$ cat src/rtl/adc_rdlock_pkg.sv
package adc_rdlock_pkg;
  localparam int unsigned DEF_RES_W  = 10;
  localparam int unsigned DEF_BYTE_W = 8;

  typedef enum logic {
    ALIGN_RIGHT = 1'b0,
    ALIGN_LEFT  = 1'b1
  } align_e;
endpackage

$ cat src/rtl/adc_rd_capture.sv
module adc_rd_capture #(
  parameter int unsigned RES_W = 10
) (
  input  logic             clk,
  input  logic             rst,
  input  logic             res_valid,
  input  logic [RES_W-1:0] res_data,
  output logic [RES_W-1:0] raw_q,
  output logic [RES_W-1:0] raw_nxt
);
  always_comb raw_nxt = res_valid ? res_data : raw_q;

  always_ff @(posedge clk) begin
    if (rst) raw_q <= '0;
    else     raw_q <= raw_nxt;
  end
endmodule

$ cat src/rtl/adc_rd_lock.sv
module adc_rd_lock #(
  parameter int unsigned RES_W = 10
) (
  input  logic             clk,
  input  logic             rst,
  input  logic             rd_first,
  input  logic             rd_second,
  input  logic [RES_W-1:0] raw_q,
  output logic             lock_q,
  output logic             lock_nxt,
  output logic [RES_W-1:0] shadow_nxt
);
  logic [RES_W-1:0] shadow_q;
  logic             take;

  // The lock is taken only from the idle state, so a repeated first read
  // keeps the original snapshot.
  always_comb begin
    take       = rd_first && !lock_q;
    shadow_nxt = take ? raw_q : shadow_q;
    if (lock_q) lock_nxt = !rd_second;
    else        lock_nxt = rd_first;
  end

  always_ff @(posedge clk) begin
    if (rst) begin
      lock_q   <= 1'b0;
      shadow_q <= '0;
    end else begin
      lock_q   <= lock_nxt;
      shadow_q <= shadow_nxt;
    end
  end

  // reading the partner byte while locked frees the lock
  a_r7_release: assert property (@(posedge clk) disable iff (rst)
    lock_q && rd_second |=> !lock_q);

  // a first read from idle takes the lock
  a_r5_take: assert property (@(posedge clk) disable iff (rst)
    !lock_q && rd_first |=> lock_q);

  // a repeated first read while locked keeps the snapshot
  a_r9_no_recapture: assert property (@(posedge clk) disable iff (rst)
    lock_q && rd_first |=> $stable(shadow_q));
endmodule

$ cat src/rtl/adc_byte_pair_fmt.sv
module adc_byte_pair_fmt #(
  parameter int unsigned RES_W  = 10,
  parameter int unsigned BYTE_W = 8
) (
  input  logic [RES_W-1:0]  data,
  input  logic              left,
  output logic [BYTE_W-1:0] hi,
  output logic [BYTE_W-1:0] lo
);
  localparam int unsigned PAIR_W = 2 * BYTE_W;
  localparam int unsigned PAD    = PAIR_W - RES_W;

  logic [PAIR_W-1:0] word_r;
  logic [PAIR_W-1:0] word_l;
  logic [PAIR_W-1:0] word;

  generate
    if (PAD > 0) begin : g_pad
      assign word_r = {{PAD{1'b0}}, data};
      assign word_l = {data, {PAD{1'b0}}};
    end else begin : g_full
      assign word_r = data;
      assign word_l = data;
    end
  endgenerate

  always_comb begin
    word = left ? word_l : word_r;
    hi   = word[PAIR_W-1:BYTE_W];
    lo   = word[BYTE_W-1:0];
  end
endmodule

$ cat src/rtl/adc_result_rdlock.sv
module adc_result_rdlock
  import adc_rdlock_pkg::*;
#(
  parameter int unsigned RES_W  = DEF_RES_W,
  parameter int unsigned BYTE_W = DEF_BYTE_W
) (
  input  logic              clk,
  input  logic              rst,
  input  logic              res_valid,
  input  logic [RES_W-1:0]  res_data,
  input  logic              align_left,
  input  logic              rd_hi,
  input  logic              rd_lo,
  output logic [BYTE_W-1:0] hi_q,
  output logic [BYTE_W-1:0] lo_q
);
  localparam int unsigned PAD = 2 * BYTE_W - RES_W;

  align_e           align;
  logic             align_q;
  logic             rd_first, rd_second;
  logic [RES_W-1:0] raw_q, raw_nxt, shadow_nxt;
  logic             lock_q, lock_nxt;
  logic [BYTE_W-1:0] live_hi, live_lo, sh_hi, sh_lo;

  always_comb begin
    align     = align_e'(align_left);
    rd_first  = (align == ALIGN_LEFT) ? rd_hi : rd_lo;
    rd_second = (align == ALIGN_LEFT) ? rd_lo : rd_hi;
  end

  adc_rd_capture #(.RES_W(RES_W)) u_cap (
    .clk(clk), .rst(rst), .res_valid(res_valid), .res_data(res_data),
    .raw_q(raw_q), .raw_nxt(raw_nxt)
  );

  adc_rd_lock #(.RES_W(RES_W)) u_lock (
    .clk(clk), .rst(rst), .rd_first(rd_first), .rd_second(rd_second),
    .raw_q(raw_q), .lock_q(lock_q), .lock_nxt(lock_nxt),
    .shadow_nxt(shadow_nxt)
  );

  adc_byte_pair_fmt #(.RES_W(RES_W), .BYTE_W(BYTE_W)) u_fmt_live (
    .data(raw_nxt), .left(align_left), .hi(live_hi), .lo(live_lo)
  );

  adc_byte_pair_fmt #(.RES_W(RES_W), .BYTE_W(BYTE_W)) u_fmt_shadow (
    .data(shadow_nxt), .left(align_left), .hi(sh_hi), .lo(sh_lo)
  );

  // Registered byte outputs: the partner side shows the snapshot while locked.
  always_ff @(posedge clk) begin
    if (rst) begin
      hi_q    <= '0;
      lo_q    <= '0;
      align_q <= 1'b0;
    end else begin
      align_q <= align_left;
      hi_q    <= (lock_nxt && align == ALIGN_RIGHT) ? sh_hi : live_hi;
      lo_q    <= (lock_nxt && align == ALIGN_LEFT)  ? sh_lo : live_lo;
    end
  end

  // partner byte frozen across consecutive locked cycles
  a_r5_partner_frozen: assert property (@(posedge clk) disable iff (rst)
    lock_q && $past(lock_q) && (align_q == $past(align_q)) |->
      (align_q ? $stable(lo_q) : $stable(hi_q)));

  // reset clears the outputs
  a_r1_reset_zero: assert property (@(posedge clk)
    $past(rst) |-> (hi_q == '0 && lo_q == '0));

  generate
    if (PAD > 0) begin : g_pad_chk
      // padding bits of the low byte are zero in left alignment
      a_r3_pad_zero: assert property (@(posedge clk) disable iff (rst)
        align_q |-> lo_q[PAD-1:0] == '0);
      // padding bits of the high byte are zero in right alignment
      a_r2_pad_zero: assert property (@(posedge clk) disable iff (rst)
        !align_q |-> hi_q[BYTE_W-1:BYTE_W-PAD] == '0);
    end
  endgenerate
endmodule

$ cat config.mk
export PLATFORM = sky130hd
export DESIGN_NAME = adc_result_rdlock
export DESIGN_NICKNAME = d
export VERILOG_FILES = /design/src/rtl/adc_rdlock_pkg.sv /design/src/rtl/adc_rd_capture.sv /design/src/rtl/adc_rd_lock.sv /design/src/rtl/adc_byte_pair_fmt.sv /design/src/rtl/adc_result_rdlock.sv
export SDC_FILE = /design/constraint.sdc
export NUM_CORES = 1
export LEC_CHECK = 0
export BUFFER_PORTS_ARGS = -buffer_cell sky130_fd_sc_hd__buf_4
export CAP_MARGIN = 25
export CORE_UTILIZATION = 40
export CTS_BUF_LIST = sky130_fd_sc_hd__clkbuf_2 sky130_fd_sc_hd__clkbuf_4 sky130_fd_sc_hd__clkbuf_8
export DETAILED_ROUTE_END_ITERATION = 10
export HOLD_SLACK_MARGIN = 0.05
export MAX_ROUTING_LAYER = met4
export PLACE_DENSITY = 0.75
export SLEW_MARGIN = 20
export SYNTH_ARGS = -nofsm -noshare
export SYNTH_HDL_FRONTEND = slang
export SYNTH_SLANG_ARGS = --single-unit
export TNS_END_PERCENT = 30
$ cat constraint.sdc
create_clock -name clk -period 1.5 [get_ports clk]
set_clock_uncertainty 0.1 [all_clocks]
set_input_delay 0.3 -clock clk [delete_from_list [all_inputs] [get_ports clk]]
set_output_delay 0.3 -clock clk [all_outputs]
set_load 0.02 [all_outputs]
==> parameters.txt <==
Parameter                              Value

Outcome
  Result of the run    finished, final reports clean

CTS
  Clock input transition at the sequential cells of the worst setup and hold paths    90 ps
  Post-cts repair resize count    0
  H-tree depth    2
  CTS max path bufs    2
  Clock sinks    31
  TritonCTS Buffers    5
  Total of hold buffers inserted after clock tree synthesis    0
  Buffers inserted by post-CTS timing repair    0
  Clock tree from TritonCTS    done
  Clock Latency Late Sink    310 ps
  Root cell of the clock tree    sky130_fd_sc_hd__clkbuf_4

Final layout
  Share of layout cells above drive strength 1    34.75%
  Antenna cell count    0
  Layout Area Growth over Synthesis    28.94%
  Final net count    156
  Post-route cell area    1494 um^2

Worst setup path
  Endpoint of the most critical register-to-register path    hi_q[0]
  Reg-to-reg slack, setup    200 ps
  Source of the worst register-to-register timing path    u_lock.lock_q
  Biggest fanout along the worst timing path    4
  Critical path class    register to register
  Critical path endpoint category    register
  Kind of launch point of the worst setup path    register
  Cell count of the worst reg-to-reg path    3
  CP Data Arrival Time    about 1500 ps
  Worst endpoint required time    1650 ps

Timing
  Max-slew violation count    0
  Post-route minimum period    1304 ps
  Relative slew slack    approximately four fifths
  Sum Neg Setup Slack    0 ps
  # setup viols final    0
  Transition time at the pin with the least slew margin    310.9 ps
  Achievable clock frequency    around 770 MHz
  Unrepaired setup endpoints after global routing    false
  Final hold violation count    0
  Final cycle utilization of the critical path    86.92%

Floorplan
  Core area    about 2800 um^2
  Die Outline Area    3116 um^2
  Starting density of the core    42.01%
  Die extent in x    55.82 um
  Cell row count    19
  Die Y-Extent    55.82 um
  Top-Level Pins    32

Drt
  Number of vias after detailed routing    837
  Number of nets with antenna violations after detailed routing    0
  Iter 0 DRT Violations    19
  Total wire length    about 2.2 mm
  Post-route DRC    0
  Routed wirelength normalized by instance count    12.66 um
  Number of iterations in the first detailed-routing pass    4
  Average via count per standard cell    4.866

Placed design
  Final RePlAce weighted congestion    0.7898
  Detailed placer's ending HPWL    1.649 mm
  Number of port buffers    31
  Placed inst area    1421 um^2

Yosys
  Top cell type by total area after synthesis    sky130_fd_sc_hd__dfxtp_1
  Portion of synthesized cell area occupied by the leading cell type    53.56%
  Share of the yosys chip area belonging to registers    53.56%
  Library cell with the highest instance count after synthesis    sky130_fd_sc_hd__dfxtp_1
  Fraction of registers with async set or reset after synthesis    0%
  Synth top area cells    sky130_fd_sc_hd__dfxtp_1 (54%), sky130_fd_sc_hd__mux2i_1 (13%), sky130_fd_sc_hd__nor2_1 (5.8%), sky130_fd_sc_hd__mux4_1 (4.5%), sky130_fd_sc_hd__nor3_1 (2.6%)
  YS warnings    0
  Most instantiated cells after synthesis    sky130_fd_sc_hd__dfxtp_1 (31), sky130_fd_sc_hd__nor2_1 (18), sky130_fd_sc_hd__mux2i_1 (15)
  Number of storage elements in the synthesis netlist    31
  Syn Inst Count    around 110
  Area of the mapped netlist    1159 um^2
  Post-synthesis average cell area    11.03 um^2
  Prevailing post-synth register cell    sky130_fd_sc_hd__dfxtp_1
  Number of flops mapped to enable cells by yosys    0
  Count of cell types in the netlist    24
  Net count of the mapped netlist    121

Global route
  Via count of the first global-routing pass    ~900
  Initial antenna violation count    0
  Largest net degree at the start of global routing    26
  Aggregate global-route resource usage    16.36%
  Total congestion overflow after global routing    0
  First-pass GRT wire length    about 3.8 mm

Power and ir drop
  Largest voltage drop on the vdd net    0.8904 mV
  Areal power density over the cells    1120 nW/um^2
  LEAKAGE    0.0006898 uW

Flow run
  Maximum capacitance violations    0

Hold path
  Worst min-delay path endpoint    u_cap.raw_q[7]
  Type of the tightest min-delay check    input port to register
  Worst Hold Launch    res_data[7]
  Hold Path Depth    3
## critical path: stages, from the launching register on
cell and delay [ps]:
sky130_fd_sc_hd__dfxtp_1 490, sky130_fd_sc_hd__mux2i_1 150, sky130_fd_sc_hd__or3_1 350, sky130_fd_sc_hd__o22ai_1 150
## routing by layer
metal | vias up | global-route usage [%] | part of all wire, %
met5 | - | - | 0
met4 | 0 | 7.317 | 1.0
met3 | 5 | 4.884 | 5.1
met2 | 25 | 27.19 | 50
met1 | 382 | 18.21 | 43
li1 | 425 | - | -
## cell families after synthesis
group / count (synthesis) / synth area share [%]
AO/OA/AOI/OAI: 7 / 3.564
buffers and inverters: 10 / 4.319
flip-flops: 31 / 53.56
multiplexers: 20 / 22.79
AND/OR/NAND/NOR: 37 / 15.77
## report_power, final
group | switching [uW] | total (uW) | internal [uW] | leakage [uW]
clock network | 255 | 549 | 294 | 0.0000420
registers | 20.3 | 885 | 865 | 0.000254
logic | 118 | 239 | 121 | 0.000394
## flip-flops by register name, summed over array words and instances (netlist names)
signal / cells
hi_q: 8
lo_q: 8
u_cap.raw_q: 10
u_lock.lock_q: 1
u_lock.shadow_q: 4
## area by class of cell
class / instances / area (um^2)
flip-flops and latches: 31 / 620.6
multi-input cells: 64 / 488.0
inverters: 3 / 11.26
fillers: 253 / 1264
clock buffers: 8 / 72.57
well taps: 31 / 38.79
repair buffers: 35 / 262.8
## worst max path at each step
| stage | endpoint | slack (ps) | start |
|---|---|---|---|
| 2_1_floorplan | hi_q[0] | 70 | res_valid |
| 5_1_grt | lo_q[6] | 60 | u_lock.lock_q |
| 3_3_place_gp | hi_q[1] | 80 | align_left |
| 3_5_place_dp | lo_q[6] | 60 | align_left |
| 4_1_cts | lo_q[6] | 180 | u_lock.lock_q |
| 6_report | hi_q[0] | 200 | u_lock.lock_q |
## layout by cell type (no fill, tap or decap)
cell type / count
sky130_fd_sc_hd__clkbuf_8: 2
sky130_fd_sc_hd__nor2_8: 1
sky130_fd_sc_hd__and2_1: 3
sky130_fd_sc_hd__nor3_1: 6
sky130_fd_sc_hd__or2_2: 2
sky130_fd_sc_hd__dfxtp_1: 31
sky130_fd_sc_hd__or3_1: 1
sky130_fd_sc_hd__mux2i_1: 15
sky130_fd_sc_hd__buf_4: 35
sky130_fd_sc_hd__a21oi_1: 1
sky130_fd_sc_hd__nand2_1: 4
sky130_fd_sc_hd__mux4_1: 2
sky130_fd_sc_hd__inv_1: 3
sky130_fd_sc_hd__mux2i_2: 1
sky130_fd_sc_hd__a31oi_1: 1
sky130_fd_sc_hd__mux4_4: 1
sky130_fd_sc_hd__clkbuf_4: 6
sky130_fd_sc_hd__nand2b_1: 2
sky130_fd_sc_hd__mux4_2: 1
sky130_fd_sc_hd__nor2_1: 18
sky130_fd_sc_hd__o22ai_1: 2
sky130_fd_sc_hd__o21bai_1: 1
sky130_fd_sc_hd__o21ai_1: 2
## metrics by stage
| step | instances | utilization (%) | hold WS (ps) | power (uW) | setup WS [ps] |
|---|---|---|---|---|---|
| 2_1_floorplan | 105 | - | 355.9 | 1053 | 71.14 |
| 3_3_place_gp | 164 | 51.54 | 374.4 | 1138 | 76.57 |
| 3_5_place_dp | 164 | 51.54 | 393.8 | 1145 | 57.04 |
| 4_1_cts | 172 | 54.17 | 152.2 | 1692 | 179.1 |
| 5_1_grt | 172 | 54.17 | 155.4 | 1766 | 63.92 |
| 6_report | 172 | 54.17 | 161.0 | 1673 | 196.2 |
(Power assumes the default switching activity.)
